===== src/rtl/panel_pkg.sv =====
// Package: shared types for the front panel controller.
// Assumes: four display sources, six pushbuttons in a fixed index order.
package panel_pkg;

    typedef enum logic [1:0] {
        SRC_PC = 2'd0,
        SRC_MA = 2'd1,
        SRC_MD = 2'd2,
        SRC_AC = 2'd3
    } src_e;

    localparam int NUM_SRC   = 4;
    localparam int NUM_BTN   = 6;
    localparam int BTN_DISP  = 0;
    localparam int BTN_STEP  = 1;
    localparam int BTN_LDPC  = 2;
    localparam int BTN_DEP   = 3;
    localparam int BTN_LDAC  = 4;
    localparam int BTN_CLEAR = 5;

endpackage


===== src/rtl/panel_sync.sv =====
// Module: two-flop synchroniser for a bus of slow, level-type panel inputs.
// Assumes: bits are independent switches, so skew between bits is harmless.
module panel_sync #(
    parameter int WIDTH = 1
) (
    input  logic             clk,
    input  logic             rst_n,
    input  logic [WIDTH-1:0] d,
    output logic [WIDTH-1:0] q
);

    logic [WIDTH-1:0] meta_q;

    // Two register stages so that an asynchronous edge has a cycle to settle.
    always_ff @(posedge clk) begin
        if (!rst_n) begin
            meta_q <= '0;
            q      <= '0;
        end else begin
            meta_q <= d;
            q      <= meta_q;
        end
    end

endmodule


===== src/rtl/panel_debounce.sv =====
// Module: debouncer for one pushbutton, with a press pulse.
// A new level is accepted after STABLE_CYCLES consecutive cycles of
// disagreement with the accepted level. Accepting a high level produces a
// one-cycle pulse.
// Assumes: the raw input is asynchronous; STABLE_CYCLES >= 1.
module panel_debounce #(
    parameter int STABLE_CYCLES = 8
) (
    input  logic clk,
    input  logic rst_n,
    input  logic raw,
    output logic press
);

    localparam int CNT_W = $clog2(STABLE_CYCLES + 1);
    localparam logic [CNT_W-1:0] CNT_LAST = CNT_W'(STABLE_CYCLES - 1);

    logic             level;
    logic             stable_q;
    logic [CNT_W-1:0] cnt_q;
    logic             accept;

    panel_sync #(.WIDTH(1)) i_sync (
        .clk   (clk),
        .rst_n (rst_n),
        .d     (raw),
        .q     (level)
    );

    assign accept = (level != stable_q) && (cnt_q == CNT_LAST);

    // Count cycles of disagreement and restart whenever the input agrees again.
    always_ff @(posedge clk) begin
        if (!rst_n) begin
            cnt_q <= '0;
        end else if (level == stable_q || accept) begin
            cnt_q <= '0;
        end else begin
            cnt_q <= cnt_q + 1'b1;
        end
    end

    // Hold the accepted level and emit one pulse when a press is accepted.
    always_ff @(posedge clk) begin
        if (!rst_n) begin
            stable_q <= 1'b0;
            press    <= 1'b0;
        end else begin
            press <= accept && level;
            if (accept) begin
                stable_q <= level;
            end
        end
    end

endmodule


===== src/rtl/panel_regs.sv =====
// Module: panel-owned register file and the actions that update it.
// Clear has the highest priority. Loads, step and deposit take effect only
// while halted. Display selection works in both modes.
// Assumes: each action input is a single-cycle pulse.
module panel_regs
    import panel_pkg::*;
#(
    parameter int WORD_W = 12
) (
    input  logic              clk,
    input  logic              rst_n,
    input  logic              run_q,
    input  logic [WORD_W-1:0] sw_q,
    input  logic              link_sw_q,
    input  logic              act_disp,
    input  logic              act_step,
    input  logic              act_load_pc,
    input  logic              act_deposit,
    input  logic              act_load_ac,
    input  logic              act_clear,
    output src_e              sel_q,
    output logic [WORD_W-1:0] pc_q,
    output logic [WORD_W-1:0] ma_q,
    output logic [WORD_W-1:0] md_q,
    output logic [WORD_W-1:0] ac_q,
    output logic              link_q,
    output logic              mem_we,
    output logic [WORD_W-1:0] mem_addr,
    output logic [WORD_W-1:0] mem_wdata
);

    logic halted;
    assign halted = !run_q;

    // Rotate the display source on each select press.
    always_ff @(posedge clk) begin
        if (!rst_n || act_clear) begin
            sel_q <= SRC_PC;
        end else if (act_disp) begin
            sel_q <= src_e'(sel_q + 2'd1);
        end
    end

    // Program counter: a load wins over a step.
    always_ff @(posedge clk) begin
        if (!rst_n || act_clear) begin
            pc_q <= '0;
        end else if (halted && act_load_pc) begin
            pc_q <= sw_q;
        end else if (halted && act_step) begin
            pc_q <= pc_q + 1'b1;
        end
    end

    // Accumulator and link load together from the switches.
    always_ff @(posedge clk) begin
        if (!rst_n || act_clear) begin
            ac_q   <= '0;
            link_q <= 1'b0;
        end else if (halted && act_load_ac) begin
            ac_q   <= sw_q;
            link_q <= link_sw_q;
        end
    end

    // Deposit: capture address and data, issue a one-cycle write.
    always_ff @(posedge clk) begin
        if (!rst_n || act_clear) begin
            ma_q      <= '0;
            md_q      <= '0;
            mem_we    <= 1'b0;
            mem_addr  <= '0;
            mem_wdata <= '0;
        end else if (halted && act_deposit) begin
            ma_q      <= pc_q;
            md_q      <= sw_q;
            mem_we    <= 1'b1;
            mem_addr  <= pc_q;
            mem_wdata <= sw_q;
        end else begin
            mem_we <= 1'b0;
        end
    end

endmodule


===== src/rtl/panel_disp_mux.sv =====
// Module: routes the selected register to the value LEDs and lights its
// indicator.
// Assumes: the indicator bit index equals the source enum value.
module panel_disp_mux
    import panel_pkg::*;
#(
    parameter int WORD_W = 12
) (
    input  src_e                sel,
    input  logic [WORD_W-1:0]   pc,
    input  logic [WORD_W-1:0]   ma,
    input  logic [WORD_W-1:0]   md,
    input  logic [WORD_W-1:0]   ac,
    output logic [WORD_W-1:0]   value,
    output logic [NUM_SRC-1:0]  src_onehot
);

    // Select the register word for the value LEDs.
    always_comb begin
        unique case (sel)
            SRC_PC:  value = pc;
            SRC_MA:  value = ma;
            SRC_MD:  value = md;
            default: value = ac;
        endcase
    end

    // One indicator per source, lit when that source is selected.
    for (genvar i = 0; i < NUM_SRC; i++) begin : g_ind
        assign src_onehot[i] = (sel == src_e'(i));
    end

endmodule


===== src/rtl/panel_console.sv =====
// Module: top of the front panel controller.
// Synchronises switches, debounces the buttons, and drives the registers,
// the display and the memory write port.
// Assumes: switches are slow and held steady around a press.
module panel_console
    import panel_pkg::*;
#(
    parameter int WORD_W          = 12,
    parameter int DEBOUNCE_CYCLES = 8
) (
    input  logic              clk,
    input  logic              rst_n,
    input  logic [WORD_W-1:0] sw_value,
    input  logic              sw_link,
    input  logic              sw_run,
    input  logic              pb_disp,
    input  logic              pb_step,
    input  logic              pb_load_pc,
    input  logic              pb_deposit,
    input  logic              pb_load_ac,
    input  logic              pb_clear,
    output logic [WORD_W-1:0] led_value,
    output logic [3:0]        led_src,
    output logic              led_link,
    output logic              led_run,
    output logic              mem_we,
    output logic [WORD_W-1:0] mem_addr,
    output logic [WORD_W-1:0] mem_wdata
);

    localparam int SYNC_W = WORD_W + 2;

    logic [NUM_BTN-1:0] pb_raw;
    logic [NUM_BTN-1:0] act;
    logic [SYNC_W-1:0]  sw_sync;
    logic [WORD_W-1:0]  sw_q;
    logic               link_sw_q;
    logic               run_q;
    logic               act_disp, act_step, act_load_pc;
    logic               act_deposit, act_load_ac, act_clear;
    src_e               sel_q;
    logic [WORD_W-1:0]  pc_q, ma_q, md_q, ac_q;
    logic               link_q;

    assign pb_raw[BTN_DISP]  = pb_disp;
    assign pb_raw[BTN_STEP]  = pb_step;
    assign pb_raw[BTN_LDPC]  = pb_load_pc;
    assign pb_raw[BTN_DEP]   = pb_deposit;
    assign pb_raw[BTN_LDAC]  = pb_load_ac;
    assign pb_raw[BTN_CLEAR] = pb_clear;

    for (genvar b = 0; b < NUM_BTN; b++) begin : g_btn
        panel_debounce #(.STABLE_CYCLES(DEBOUNCE_CYCLES)) i_deb (
            .clk   (clk),
            .rst_n (rst_n),
            .raw   (pb_raw[b]),
            .press (act[b])
        );
    end

    assign act_disp    = act[BTN_DISP];
    assign act_step    = act[BTN_STEP];
    assign act_load_pc = act[BTN_LDPC];
    assign act_deposit = act[BTN_DEP];
    assign act_load_ac = act[BTN_LDAC];
    assign act_clear   = act[BTN_CLEAR];

    panel_sync #(.WIDTH(SYNC_W)) i_sw_sync (
        .clk   (clk),
        .rst_n (rst_n),
        .d     ({sw_run, sw_link, sw_value}),
        .q     (sw_sync)
    );

    assign sw_q      = sw_sync[WORD_W-1:0];
    assign link_sw_q = sw_sync[WORD_W];
    assign run_q     = sw_sync[WORD_W+1];

    panel_regs #(.WORD_W(WORD_W)) i_regs (
        .clk         (clk),
        .rst_n       (rst_n),
        .run_q       (run_q),
        .sw_q        (sw_q),
        .link_sw_q   (link_sw_q),
        .act_disp    (act_disp),
        .act_step    (act_step),
        .act_load_pc (act_load_pc),
        .act_deposit (act_deposit),
        .act_load_ac (act_load_ac),
        .act_clear   (act_clear),
        .sel_q       (sel_q),
        .pc_q        (pc_q),
        .ma_q        (ma_q),
        .md_q        (md_q),
        .ac_q        (ac_q),
        .link_q      (link_q),
        .mem_we      (mem_we),
        .mem_addr    (mem_addr),
        .mem_wdata   (mem_wdata)
    );

    panel_disp_mux #(.WORD_W(WORD_W)) i_mux (
        .sel        (sel_q),
        .pc         (pc_q),
        .ma         (ma_q),
        .md         (md_q),
        .ac         (ac_q),
        .value      (led_value),
        .src_onehot (led_src)
    );

    assign led_link = link_q;
    assign led_run  = run_q;

endmodule


===== config.mk =====
export PLATFORM = sky130hd
export DESIGN_NAME = panel_console
export DESIGN_NICKNAME = d
export VERILOG_FILES = /design/src/rtl/panel_pkg.sv /design/src/rtl/panel_sync.sv /design/src/rtl/panel_debounce.sv /design/src/rtl/panel_regs.sv /design/src/rtl/panel_disp_mux.sv /design/src/rtl/panel_console.sv
export SDC_FILE = /design/constraint.sdc
export NUM_CORES = 1
export LEC_CHECK = 0
export CORE_ASPECT_RATIO = 1.75
export CORE_MARGIN = 8
export CORE_UTILIZATION = 51
export CTS_BUF_LIST = sky130_fd_sc_hd__clkbuf_2 sky130_fd_sc_hd__clkbuf_4 sky130_fd_sc_hd__clkbuf_8
export DETAILED_ROUTE_END_ITERATION = 10
export PLACE_DENSITY = 0.78
export SLEW_MARGIN = 15
export SYNTH_ARGS = -nofsm -noshare
export SYNTH_HDL_FRONTEND = slang
export SYNTH_SLANG_ARGS = --single-unit

===== constraint.sdc =====
create_clock -name clk -period 1.9 [get_ports clk]
set_clock_uncertainty 0.1 [all_clocks]
set_input_delay 0.57 -clock clk [delete_from_list [all_inputs] [get_ports clk]]
set_output_delay 0.57 -clock clk [all_outputs]
set_load 0.02 [all_outputs]

* After elaboration in Yosys (flattened, before gate mapping) *
Cells that the tools add are included.

cells by class
  reductions and logical operators = 33
  add/subtract/negate cells = 8
  bitwise logic cells = 1
  equal/unequal tests = 21
  multiplexer cells = 4

operators by type and width
  kind                     count
  $pmux W12 S3             1
  $add A4 B1 Y4 const B    6
  $eq A4 B3 Y1 const B     6
  $mux W12                 2
  $logic_and A1 B1 Y1      16
  $add A12 B1 Y12 const B  1
  $reduce_or A2 Y1         6
  $logic_or A1 B1 Y1       7
  $eq A1 B1 Y1             6
  $ne A1 B1 Y1             6
  $eq A2 B2 Y1 const B     2
  $add A2 B1 Y2 const B    1
  $eq A2 B1 Y1 const B     1
  $logic_not A1 Y1         2
  $logic_not A2 Y1         1
  $reduce_bool A2 Y1       1
  $mux W1                  1
  $not A1 Y1               1

word-level totals
  word-level logic and storage cells = 106
  input port bits = 22
  output and inout bits = 43
  flip-flop bits (word level) = 128

* Logic depth before layout (Yosys ltp) *
Gate-level depths: netlist of the first run.

  depth in word-level cells = 4
  gate-level depth with buffers = 6

* Cells and area by module *
Synthesis of the first run repeated with hierarchy kept, for this count alone.

second synthesis, totals
  cells, all modules = 513
  area, all modules = 5069.9 um^2

by module, submodules not included
  module                                   instances  area each (um^2)  cells an instance  sequential area each (um^2)
  panel_regs                               1          2263.4            279                1041.0
  panel_debounce                           6          224.0             22                 120.1
  panel_sync at i_sw_sync                  1          785.8             58                 560.5
  panel_disp_mux                           1          361.6             20                 0.0
  panel_sync at g_btn[0].i_deb.i_sync ...  6          52.6              4                  40.0

* Worst setup path after synthesis of the first run *
OpenSTA, ideal clock, no wires.

  path kind = reg2out
  start point = register i_regs.sel_q[0]
  end point = output port led_value[0]
  arrival time = 1696 ps
  stages on the path, launching flop included = 4
  data required time = 1230 ps
  setup slack = -466 ps
  path through = dfxtp_1 ha_1 buf_1 mux2i_1

on the way
  word-level cells in the longest chain between the ends = 2
  elaborated cells between the ends (all ways) = 4
  those cells by class = 2 x eq/ne; 1 x mux; 1 x reduce/logical

RTL lines
  element                                     line                  text
  start, declared                             panel_regs.sv:21      output src_e sel_q,
  start signal, assigned                      panel_regs.sv:40      sel_q <= src_e'(sel_q + 2'd1);
  $eq A2 B2 Y1, or another cell as far along  panel_disp_mux.sv:20  unique case (sel)
  $pmux W12 S3 *                              panel_disp_mux.sv:20
  end, declared                               panel_console.sv:22   output logic [WORD_W-1:0] led_value,

Mark *: on every way between the ends. The rest lies on a longest branch, timed or not.

* Final worst setup path of the first run *
  start point = register i_regs.sel_q[1]
  end point = output port led_value[11]

Same word-level chain as after synthesis.

==> results of run 1 <==
-- power by group through the flow --
| stage | Sequential (W) | Clock (W) | Combinational, W |
|---|---|---|---|
| final | 0.00274 | 0.00232 | 0.000145 |
| after global routing | 0.00275 | 0.00249 | 0.000161 |
| after CTS | 0.00274 | 0.00237 | 0.000147 |
| after detailed placement | 0.00281 | 0 | 0.000147 |
| after global placement | 0.00280 | 0 | 0.000143 |
| after floorplan | 0.00280 | 0 | 0.0000730 |
-- cell families after synthesis --
kind of cell,count (synthesis)
DFF,128
AOI/OAI and AO/OA,75
adders and majority gates,11
buffers and inverters,52
muxes,20
xor gates and xnor gates,27
and+or+nand+nor,211
-- Yosys cell counts, drive strengths merged --
master	n
inv	21
nand4	4
o21ai	10
nor2	30
a222oi	12
o21a	1
nand2b	4
mux2	1
o221a	1
and3	6
mux2i	19
clkbuf	29
a21oi	47
dfxtp	128
xnor2	7
nand3b	6
and2	40
nor3	9
nor2b	9
and2b	1
a41o	1
nand4b	1
o22ai	1
buf	2
nand2	83
and4b	1
nand3	15
nor4	2
a211oi	1
ha	11
a22oi	1
xor2	20
-- per-layer routing --
metal / part of all wire [%] / vias to the layer above
li1: - / 1943
met1: 35 / 1873
met2: 57 / 142
met3: 5.4 / 32
met4: 3.2 / 0
met5: 0 / -
-- per-stage QoR --
step / std cells / hold slack [ns] / util, %
3_3_place_gp: 726 / 0.315 / 64.1
5_1_grt: 758 / 0.355 / 67.2
4_1_cts: 758 / 0.336 / 67.8
3_5_place_dp: 726 / 0.318 / 64.1
2_1_floorplan: 524 / 0.312 / -
6_report: 758 / 0.333 / 67.2
-- path summary, 6_finish.rpt --
path,slack (ns),cells past startpoint,endpoint
worst max-delay path,-0.60,5,led_value[11]
worst min-delay path,0.33,1,g_btn[2].i_deb.i_sync.q
worst max register to register,0.16,5,i_regs.pc_q[11]
worst min register to register,0.33,1,g_btn[2].i_deb.i_sync.q
-- repair_timing --
item                       4_1_cts  5_1_grt
setup endpoints to repair       43       34
gates resized for setup        117       21
pin swaps                       11        5
-- registers in the layout, indices dropped and copies added, names as in the netlist --
name                       flops
i_regs.mem_we                  1
g_btn.i_deb.stable_q           6
i_regs.sel_q                   2
i_regs.pc_q                   12
g_btn.i_deb.press              6
g_btn.i_deb.i_sync.meta_q      6
i_regs.ma_q                   12
g_btn.i_deb.cnt_q             24
i_sw_sync.q                   14
i_regs.ac_q                   12
i_regs.link_q                  1
i_regs.md_q                   12
i_sw_sync.meta_q              14
g_btn.i_deb.i_sync.q           6
-- final cells by class --
cell class / count / area (um^2) / area share, %
repair buffers: 111 / 921 / 14.7
clock inverters: 10 / 108 / 1.71
well taps: 122 / 153 / 2.43
clock buffers: 22 / 297 / 4.72
flip-flops and latches: 128 / 2570 / 40.9
inverters: 21 / 83.8 / 1.33
multi-input cells: 344 / 2150 / 34.2
==> reports/summary.txt, run 1 <==
Status: complete, but fails checks
RSZ-0062 raised after global routing: true
Vias: 3990
Vias per inst: 5.26
Max Cap Viol: 0
Critical Path, Cell by Cell: inv_4, ha_4, a222oi_1, mux2i_2, buf_4
TritonCTS clock tree: yes
Root Driver: clkbuf_8
Switching share of power: 20.9%
Fraction of synthesized cell area in xor and xnor cells: 4.89%
Slowest-stage cell, CP: a222oi_1
Most frequent cells in the layout: dfxtp_1 (124), nand2_1 (83), a21oi_1 (47)
Dpl cell area: 5990 um^2
Area of the core: 9350 um^2
Crit. End Element: output pin
Busiest grt layer: met2
Vias in the first global route: 4007
Residual DRC: 0
Peak VDD IR: 0.885 mV
Slew Limit Fails: 0
Avg Inst Size Synth: 9.23 um^2
Chip Width: 89.6 um
Total power: 0.00520 W
Slew @ Worst Pin: 0.604 ns
Nets: 656
Ranking of synthesized cells by area: dfxtp_1 (53%), nand2_1 (6.4%), and2_1 (5.2%)
#FFs+latches synth: 128
Achievable clock frequency: 0.399 GHz
Post-place setup slack: -0.522 ns
Synth Cell Area: 4830 um^2
Num CTS Buffers: 17
CTS Buffer Depth: 2
Sequential share of power: 52.7%
Initial DRC count: 263
Period Utilization, post-route: 132%
Area delta synth->final: 30.0%
Initial antenna violation count: 0
Arrival time worst endpoint: 1.83 ns
Cts hold-fix bufs: 0
Clock power share: 44.5%
Simple-gate share of the synthesized area: 21.5%
Worst hold start: g_btn[2].i_deb.i_sync.meta_q
Gate Count Post-Synth: 524
Worst path required time: 1.23 ns
Layout filler cell count: 732
H-tree depth: 4
Final setup TNS: -7.26 ns
Setup Fix Bufs, Post-CTS: 0
Drt pass-1 iters: 6
Synth Warn #: 0
Synth Net Count: 557
Buf/Inv on CP: 2
Type of the most critical hold path: flip-flop to flip-flop
FP Rows: 47
Gate power share: 2.8%
GR Overflow Total: 0
Multiplexer share of the synthesized area: 4.17%
Largest net degree at the start of global routing: 45
Post-synthesis compound-gate area fraction: 9.42%
Worst stage delay on the critical path: 0.44 ns
CP startpoint kind: flip-flop
Layout cells sized above 1: 21.4%
Initial core utilization: 51.7%
Clock network latency to the later pin of the worst-skew pair: 0.43 ns
GR Util met3: 5.20%
P_leak: 2.61 nW
Die height: 145 um
Internal power: 0.00412 W
Failing checks: negative setup slack
Fin crit period: 2.50 ns
Commonest non-fill, non-tap cell in the layout: dfxtp_1
Input/output buffers: 64
Largest family of logic cells by synthesized area: simple AND/OR/NAND/NOR gates
Crit-path max FO: 13
Worst slew margin: 59.7%
Final ANT Viol Nets: 0
# setup viols final: 16
Met2 usage: 34.4%
Crit. Startpoint: i_regs.sel_q[1]
# IOs: 65
Worst setup path class: flip-flop to output pin
Sw Pwr: 0.00109 W
Total global-route track usage: 18.7%
Antenna Cells: 0
Final instance area: 6280 um^2
RePlAce Congestion: 0.813
Sequential-to-total area share from yosys stat: 53.0%
Crit path max-delay family: compound AO/OA/AOI/OAI gates
Clock sinks: 128
CTS clk-pin slew, worst paths: 0.07 ns
P per Cell Area: 828 nW/um^2
WL final: 11300 um
Post-DP HPWL: 8050 um
Synth area leader: dfxtp_1
Wirelength per Cell: 14.9 um
Reg-to-Reg Start: i_sw_sync.q[13]
Met1 usage: 17.2%
Min setup slack post-route: -0.604 ns
Synth Area in Adders: 2.85%
DIE AREA: 13000 um^2
Synth cell types: 34
Synth top area share: 53.0%
Hold Violations, Final: 0
First-pass GRT wire length: 18300 um
Note: power is estimated with default switching activity, not from simulation.
==> run 2: changes to the inputs <==
Settings changed: SLEW_MARGIN 15 to 20.
==> results of run 2 <==
No change in the layout: final DEF, timing and power equal those of run 1.
==> run 3: changes to the inputs <==
Settings changed: CTS_CLUSTER_DIAMETER set to 200, GPL_ROUTABILITY_DRIVEN set to 0.
==> results of run 3 <==
No change in the layout: final DEF, timing and power equal those of run 1.
